===== src/rtl/npar_pkg.sv =====
package npar_pkg;
  typedef enum logic [2:0] {
    ST_IDLE, ST_ZERO, ST_PFX, ST_DIG, ST_NEG, ST_NEG1, ST_SKIP
  } npar_st_e;

  typedef enum logic [1:0] {RAD_DEC, RAD_HEX, RAD_OCT, RAD_BIN} npar_rad_e;

  function automatic logic is_ws(input logic [7:0] c);
    return (c == 8'h20) || (c == 8'h09) || (c == 8'h0D) || (c == 8'h0A);
  endfunction
endpackage


===== src/rtl/npar_char_class.sv =====
module npar_char_class
  import npar_pkg::*;
(
  input  logic [7:0] char_i,
  input  npar_rad_e  rad_i,
  output logic       ws_o,
  output logic       nz_dec_o,
  output logic [3:0] val_o,
  output logic       fit_o
);
  logic is_dec, is_lo, is_up;
  logic [7:0] off;

  always_comb begin
    is_dec   = (char_i >= 8'h30) && (char_i <= 8'h39);
    is_lo    = (char_i >= 8'h61) && (char_i <= 8'h66);
    is_up    = (char_i >= 8'h41) && (char_i <= 8'h46);
    ws_o     = is_ws(char_i);
    nz_dec_o = is_dec && (char_i != 8'h30);
    off      = 8'h00;
    if (is_dec)     off = char_i - 8'h30;
    else if (is_lo) off = char_i - 8'h57;
    else if (is_up) off = char_i - 8'h37;
    val_o = off[3:0];
    unique case (rad_i)
      RAD_DEC: fit_o = is_dec;
      RAD_HEX: fit_o = is_dec || is_lo || is_up;
      RAD_OCT: fit_o = (char_i >= 8'h30) && (char_i <= 8'h37);
      default: fit_o = (char_i == 8'h30) || (char_i == 8'h31);
    endcase
  end
endmodule


===== src/rtl/npar_accum.sv =====
module npar_accum
  import npar_pkg::*;
#(
  parameter int WIDTH = 32
) (
  input  logic             clk_i,
  input  logic             rst_ni,
  input  logic             load_i,
  input  logic             step_i,
  input  npar_rad_e        rad_i,
  input  logic [3:0]       dig_i,
  output logic [WIDTH-1:0] acc_o,
  output logic             ovf_o
);
  localparam int EXT = WIDTH + 5;

  logic [EXT-1:0] ext, prod, sum;

  always_comb begin
    ext = {5'b0, acc_o};
    unique case (rad_i)
      RAD_HEX: prod = ext << 4;
      RAD_OCT: prod = ext << 3;
      RAD_BIN: prod = ext << 1;
      default: prod = (ext << 3) + (ext << 1);
    endcase
    sum = prod + {{(EXT-4){1'b0}}, dig_i};
  end

  always_ff @(posedge clk_i or negedge rst_ni) begin
    if (!rst_ni) begin
      acc_o <= '0;
      ovf_o <= 1'b0;
    end else if (load_i) begin
      acc_o <= {{(WIDTH-4){1'b0}}, dig_i};
      ovf_o <= 1'b0;
    end else if (step_i) begin
      acc_o <= sum[WIDTH-1:0];
      ovf_o <= ovf_o | (|sum[EXT-1:WIDTH]);
    end
  end
endmodule


===== src/rtl/npar_fsm.sv =====
module npar_fsm
  import npar_pkg::*;
#(
  parameter int WIDTH = 32
) (
  input  logic             clk_i,
  input  logic             rst_ni,
  input  logic             valid_i,
  input  logic [7:0]       char_i,
  input  logic             ws_i,
  input  logic             nz_dec_i,
  input  logic             fit_i,
  input  logic [WIDTH-1:0] acc_i,
  input  logic             ovf_i,
  output npar_rad_e        rad_o,
  output logic             load_o,
  output logic             step_o,
  output logic             done_o,
  output logic             err_o,
  output logic             m1_o,
  output logic [WIDTH-1:0] val_o
);
  localparam logic [7:0] CH_0 = 8'h30;
  localparam logic [7:0] CH_1 = 8'h31;
  localparam logic [7:0] CH_X = 8'h78;
  localparam logic [7:0] CH_B = 8'h62;
  localparam logic [7:0] CH_MINUS = 8'h2D;

  npar_st_e  st_q, st_d;
  npar_rad_e rad_d;
  logic fin_ok, fin_err, fin_m1;

  always_comb begin
    st_d    = st_q;
    rad_d   = rad_o;
    load_o  = 1'b0;
    step_o  = 1'b0;
    fin_ok  = 1'b0;
    fin_err = 1'b0;
    fin_m1  = 1'b0;
    if (valid_i) begin
      if (ws_i) begin
        st_d = ST_IDLE;
        unique case (st_q)
          ST_IDLE:          ;
          ST_ZERO, ST_NEG1: fin_ok = 1'b1;
          ST_DIG: begin
            fin_ok  = !ovf_i;
            fin_err = ovf_i;
          end
          default:          fin_err = 1'b1;
        endcase
        fin_m1 = (st_q == ST_NEG1);
      end else begin
        unique case (st_q)
          ST_IDLE: begin
            if (char_i == CH_0) begin
              st_d = ST_ZERO; rad_d = RAD_OCT; load_o = 1'b1;
            end else if (nz_dec_i) begin
              st_d = ST_DIG; rad_d = RAD_DEC; load_o = 1'b1;
            end else if (char_i == CH_MINUS) begin
              st_d = ST_NEG;
            end else begin
              st_d = ST_SKIP;
            end
          end
          ST_ZERO: begin
            if (char_i == CH_X) begin
              st_d = ST_PFX; rad_d = RAD_HEX;
            end else if (char_i == CH_B) begin
              st_d = ST_PFX; rad_d = RAD_BIN;
            end else if (fit_i) begin
              st_d = ST_DIG; load_o = 1'b1;
            end else begin
              st_d = ST_SKIP;
            end
          end
          ST_PFX: begin
            if (fit_i) begin
              st_d = ST_DIG; load_o = 1'b1;
            end else begin
              st_d = ST_SKIP;
            end
          end
          ST_DIG: begin
            if (fit_i) step_o = 1'b1;
            else       st_d = ST_SKIP;
          end
          ST_NEG:  st_d = (char_i == CH_1) ? ST_NEG1 : ST_SKIP;
          default: st_d = ST_SKIP;
        endcase
      end
    end
  end

  always_ff @(posedge clk_i or negedge rst_ni) begin
    if (!rst_ni) begin
      st_q   <= ST_IDLE;
      rad_o  <= RAD_DEC;
      done_o <= 1'b0;
      err_o  <= 1'b0;
      m1_o   <= 1'b0;
      val_o  <= '0;
    end else begin
      st_q   <= st_d;
      rad_o  <= rad_d;
      done_o <= fin_ok;
      err_o  <= fin_err;
      m1_o   <= fin_m1;
      if (fin_ok) val_o <= fin_m1 ? '1 : acc_i;
    end
  end
endmodule


===== src/rtl/num_token_parser.sv =====
module num_token_parser
  import npar_pkg::*;
#(
  parameter int WIDTH = 32
) (
  input  logic             clk_i,
  input  logic             rst_ni,
  input  logic             char_valid_i,
  input  logic [7:0]       char_i,
  output logic [WIDTH-1:0] value_o,
  output logic             done_o,
  output logic             minus_one_o,
  output logic             error_o
);
  npar_rad_e        rad;
  logic             ws, nz_dec, fit, load, step, ovf;
  logic [3:0]       dig;
  logic [WIDTH-1:0] acc;

  npar_char_class u_class (
    .char_i   (char_i),
    .rad_i    (rad),
    .ws_o     (ws),
    .nz_dec_o (nz_dec),
    .val_o    (dig),
    .fit_o    (fit)
  );

  npar_accum #(.WIDTH(WIDTH)) u_accum (
    .clk_i  (clk_i),
    .rst_ni (rst_ni),
    .load_i (load),
    .step_i (step),
    .rad_i  (rad),
    .dig_i  (dig),
    .acc_o  (acc),
    .ovf_o  (ovf)
  );

  npar_fsm #(.WIDTH(WIDTH)) u_fsm (
    .clk_i    (clk_i),
    .rst_ni   (rst_ni),
    .valid_i  (char_valid_i),
    .char_i   (char_i),
    .ws_i     (ws),
    .nz_dec_i (nz_dec),
    .fit_i    (fit),
    .acc_i    (acc),
    .ovf_i    (ovf),
    .rad_o    (rad),
    .load_o   (load),
    .step_o   (step),
    .done_o   (done_o),
    .err_o    (error_o),
    .m1_o     (minus_one_o),
    .val_o    (value_o)
  );
endmodule


===== config.mk =====
export PLATFORM = sky130hd
export DESIGN_NAME = num_token_parser
export DESIGN_NICKNAME = d
export VERILOG_FILES = /design/src/rtl/npar_pkg.sv /design/src/rtl/npar_char_class.sv /design/src/rtl/npar_accum.sv /design/src/rtl/npar_fsm.sv /design/src/rtl/num_token_parser.sv
export SDC_FILE = /design/constraint.sdc
export NUM_CORES = 1
export LEC_CHECK = 0
export BUFFER_PORTS_ARGS = -buffer_cell sky130_fd_sc_hd__buf_2
export CORE_MARGIN = 1
export CORE_UTILIZATION = 64
export CTS_CLUSTER_DIAMETER = 50
export CTS_CLUSTER_SIZE = 40
export DETAILED_ROUTE_END_ITERATION = 10
export GPL_TIMING_DRIVEN = 0
export HOLD_SLACK_MARGIN = 0.02
export MAX_ROUTING_LAYER = met4
export PLACE_DENSITY = 0.84
export SLEW_MARGIN = 20
export SYNTH_ARGS = -nofsm -noshare
export SYNTH_HDL_FRONTEND = slang
export SYNTH_SLANG_ARGS = --single-unit

===== constraint.sdc =====
create_clock -name clk_i -period 8.6 [get_ports clk_i]
set_clock_uncertainty 0.15 [all_clocks]
set_input_delay 0.86 -clock clk_i [delete_from_list [all_inputs] [get_ports clk_i]]
set_output_delay 0.86 -clock clk_i [all_outputs]
set_load 0.02 [all_outputs]

==> PnR_summary.wiki <==
{| class="wikitable"
! Metric !! Value
|-
| Run status || complete, no violations
|-
| Ant. Diodes || 0
|-
| Overall die width || 104 um
|-
| Largest area contributor in the synthesized netlist || sky130_fd_sc_hd__dfrtp_1
|-
| Max IR drop VDD || 0.0777 mV
|-
| RSZ-0062 raised after global routing || false
|-
| Critical Path Source Type || register
|-
| Worst setup EP type || register
|-
| Total DRC errors in the routed layout || 0
|-
| Clock root buffer || sky130_fd_sc_hd__clkbuf_8
|-
| F_max || 182 MHz
|-
| Largest net degree at the start of global routing || 58
|-
| Clock period minus worst slack || 5510 ps
|-
| Overall routed net length || 20900 um
|-
| Top-area cell type share of the netlist area || 27.5%
|-
| Mean post-synth cell area || 8.13 um^2
|-
| Worst flop-to-flop path startpoint || u_fsm.rad_o[0]
|-
| First-pass GRT wire length || 33900 um
|-
| R2r endpoint || u_accum.acc_o[29]
|-
| I/O Pins || 46
|-
| Endpoint arrival time on the critical path || 5590 ps
|-
| Post-synthesis adder-cell area fraction || 7.57%
|-
| Simple logic cell fraction of the synthesized area || 22.9%
|-
| Fraction of final layout cells sized beyond drive strength 1 || 12.9%
|-
| I/O Buffers || 45
|-
| Count of yosys warnings during synthesis || 0
|-
| Via count of the first global-routing pass || 6578
|-
| Clock network latency to the later pin of the worst-skew pair || 370 ps
|-
| Class of the worst hold path || in2async
|-
| Count of nets left with antenna violations after detail routing || 0
|-
| Synthesized netlist cell count || 817
|-
| DR iter-0 viols || 682
|-
| Final Hold Fails || 0
|-
| Flops & latches, synth || 73
|-
| Average via count per standard cell || 6.79
|-
| Critical path start-end classification || reg2reg
|-
| Cell with the most instances after synthesis || sky130_fd_sc_hd__nor2_1
|-
| Number of enable-type register cells in the synthesized netlist || 0
|-
| Starting utilization of the core area || 67.0%
|-
| Core box area || 9910 um^2
|-
| TritonCTS clock tree || yes
|-
| Post-Synthesis Net Count || 867
|-
| GRT Residual Overflow || 0
|-
| Number of library cell types mapped by synthesis || 85
|-
| Multiplexer share of the synthesized area || 7.16%
|-
| GP Congestion || 0.920
|-
| Complex-gate fraction of the synthesized area || 25.3%
|-
| Top post-synthesis cells by area || sky130_fd_sc_hd__dfrtp_1 28%, sky130_fd_sc_hd__ha_1 7.0%, sky130_fd_sc_hd__nor2_1 5.5%
|-
| Period Utilization, post-route || 64.1%
|-
| Worst-margin pin slew || 1120 ps
|-
| HPWL after detailed placement || 15300 um
|-
| Die area || 10800 um^2
|-
| Chip Height || 104 um
|-
| Global-route usage over all layers || 40.7%
|-
| Syn Std Cell Area || 6640 um^2
|-
| Synth Flop Type || sky130_fd_sc_hd__dfrtp_1
|-
| Fraction of the yosys area taken by sequential cells || 27.5%
|-
| CTS H-tree lvls || 3
|-
| Fin Setup TNS || 0 ps
|-
| Max-slew headroom at the worst pin || 24.7%
|-
| Count of TritonRoute iterations in the first routing pass || 5
|-
| Worst setup margin || 3090 ps
|-
| Inserted Clock Buffers || 9
|-
| Routed wire per std cell || 20.7 um
|-
| Maximum fanout encountered on the critical timing path || 10
|-
| Net count, final || 924
|-
| Count of maximum capacitance violations || 0
|-
| Number of hold buffers added after CTS || 0
|-
| Post-synth ARST share || 100%
|-
| Clock-pin slew on the worst setup and hold paths || 80 ps
|-
| Standard-cell rows || 36
|-
| Buffers inserted during post-CTS setup optimization || 0
|-
| FILL cells || 808
|-
| Minimum setup slack after placement || 3300 ps
|-
| Top cells by count, synth || 98 x sky130_fd_sc_hd__nor2_1, 92 x sky130_fd_sc_hd__nand2_1, 73 x sky130_fd_sc_hd__a21oi_1, 73 x sky130_fd_sc_hd__dfrtp_1, 37 x sky130_fd_sc_hd__ha_1
|-
| Antenna violations before repair || 0
|-
| Largest family of logic cells by synthesized area || compound AO/OA/AOI/OAI gates
|-
| Area Overhead vs Synth || 9.29%
|-
| Pwr/cell area || 92.0 nW/um^2
|-
| Xor/xnor share of the synthesized area || 5.14%
|-
| CTS resizes || 0
|-
| Total via count in the routed design || 6873
|-
| Final Max Slew Viols || 0
|-
| CTS Buffer Depth || 2
|-
| Leak pwr || 3.23 nW
|-
| Final setup violation count || 0
|-
| Worst-case register-to-register setup slack || 3090 ps
|-
| Worst endpoint required time || 8680 ps
|-
| R2r worst-path depth || 17
|-
| Number of clock sinks || 73
|}
## placed cells by master (no fill, tap or decap), types with 20 or more instances in the layout
master / synthesis / layout
sky130_fd_sc_hd__buf_2: 8 / 52
sky130_fd_sc_hd__a21o_1: 22 / 22
sky130_fd_sc_hd__clkbuf_1: 32 / 34
sky130_fd_sc_hd__a21oi_1: 73 / 73
sky130_fd_sc_hd__nand2_1: 92 / 92
sky130_fd_sc_hd__nor2_1: 98 / 98
sky130_fd_sc_hd__xnor2_1: 20 / 20
sky130_fd_sc_hd__o21ai_0: 35 / 35
sky130_fd_sc_hd__dfrtp_1: 73 / 73
sky130_fd_sc_hd__ha_1: 37 / 37
sky130_fd_sc_hd__inv_1: 20 / 20
## how the worst max path moves through the flow
| stage | start | endpoint | slack, ps | cells past startpoint |
|---|---|---|---|---|
| global route | u_fsm.rad_o[0] | u_accum.acc_o[23] | 2800 | 16 |
| CTS | u_fsm.rad_o[0] | u_accum.acc_o[23] | 3270 | 15 |
| floorplan | char_i[3] | u_accum.ovf_o | 4310 | 19 |
| detailed placement | u_fsm.rad_o[0] | u_accum.ovf_o | 3300 | 18 |
| global placement | u_fsm.rad_o[0] | u_accum.acc_o[31] | 3480 | 17 |
| finish | u_fsm.rad_o[0] | u_accum.acc_o[29] | 3090 | 17 |
## cell families after synthesis
group	Yosys count
compound gates	251
xor+xnor	39
mux	33
flops	73
simple gates	310
buf+inv	72
fa+ha+maj	39
## worst max-delay path, cell delays in order, from the launching register on
cell                       delay [ps]
sky130_fd_sc_hd__dfrtp_1          350
sky130_fd_sc_hd__buf_6            160
sky130_fd_sc_hd__clkbuf_1         600
sky130_fd_sc_hd__clkbuf_1         440
sky130_fd_sc_hd__clkbuf_1         460
sky130_fd_sc_hd__buf_1            460
sky130_fd_sc_hd__xnor2_1          200
sky130_fd_sc_hd__and2_1           160
sky130_fd_sc_hd__ha_1             180
sky130_fd_sc_hd__fa_1             220
sky130_fd_sc_hd__a21o_1           160
sky130_fd_sc_hd__nand3_1          120
sky130_fd_sc_hd__nor3_1           630
sky130_fd_sc_hd__nand4_1          290
sky130_fd_sc_hd__nor4_4           350
sky130_fd_sc_hd__nand3_1          150
sky130_fd_sc_hd__xor2_1           200
sky130_fd_sc_hd__o21ai_1           80
## per-stage QoR
stage | instance area (um^2) | power [W] | cells | util (%) | hold slack (ps)
CTS | 7240 | 0.000664 | 1012 | 73.1 | 223
global route | 7260 | 0.000685 | 1012 | 73.2 | 223
floorplan | 6640 | 0.000383 | 817 | - | 368
finish | 7260 | 0.000668 | 1012 | 73.2 | 216
global placement | 7030 | 0.000401 | 995 | 71.0 | 355
detailed placement | 7060 | 0.000406 | 996 | 71.3 | 368
## report_power, final
part           internal, W  total (W)  switching [W]
Combinational    0.0000174  0.0000516      0.0000342
Sequential        0.000345   0.000349     0.00000364
Clock             0.000122   0.000267       0.000145
## flip-flops by register name, indices dropped and copies added (netlist names)
register       count
u_fsm.val_o       32
u_fsm.m1_o         1
u_fsm.st_q         3
u_accum.acc_o     32
u_fsm.err_o        1
u_fsm.rad_o        2
u_accum.ovf_o      1
u_fsm.done_o       1
## per-layer routing
| metal | vias to the layer above | part of all wire [%] | track usage [%] |
|---|---|---|---|
| li1 | 3121 | - | - |
| met1 | 3324 | 41 | 52.1 |
| met2 | 358 | 47 | 64.3 |
| met3 | 70 | 8.5 | 7.77 |
| met4 | 0 | 3.3 | 15.1 |
| met5 | - | 0 | - |
## final cells by class
class	instances	area [um^2]	area share, %
multi-input combinational	672	4530	62.4
timing repair buffer	46	255	3.52
clock inverter	3	23.8	0.328
clock buffer	13	159	2.19
tap	133	166	2.29
buffer	50	213	2.93
sequential	73	1830	25.2
inverter	22	82.6	1.14
Power figures use the tool's default switching activity.
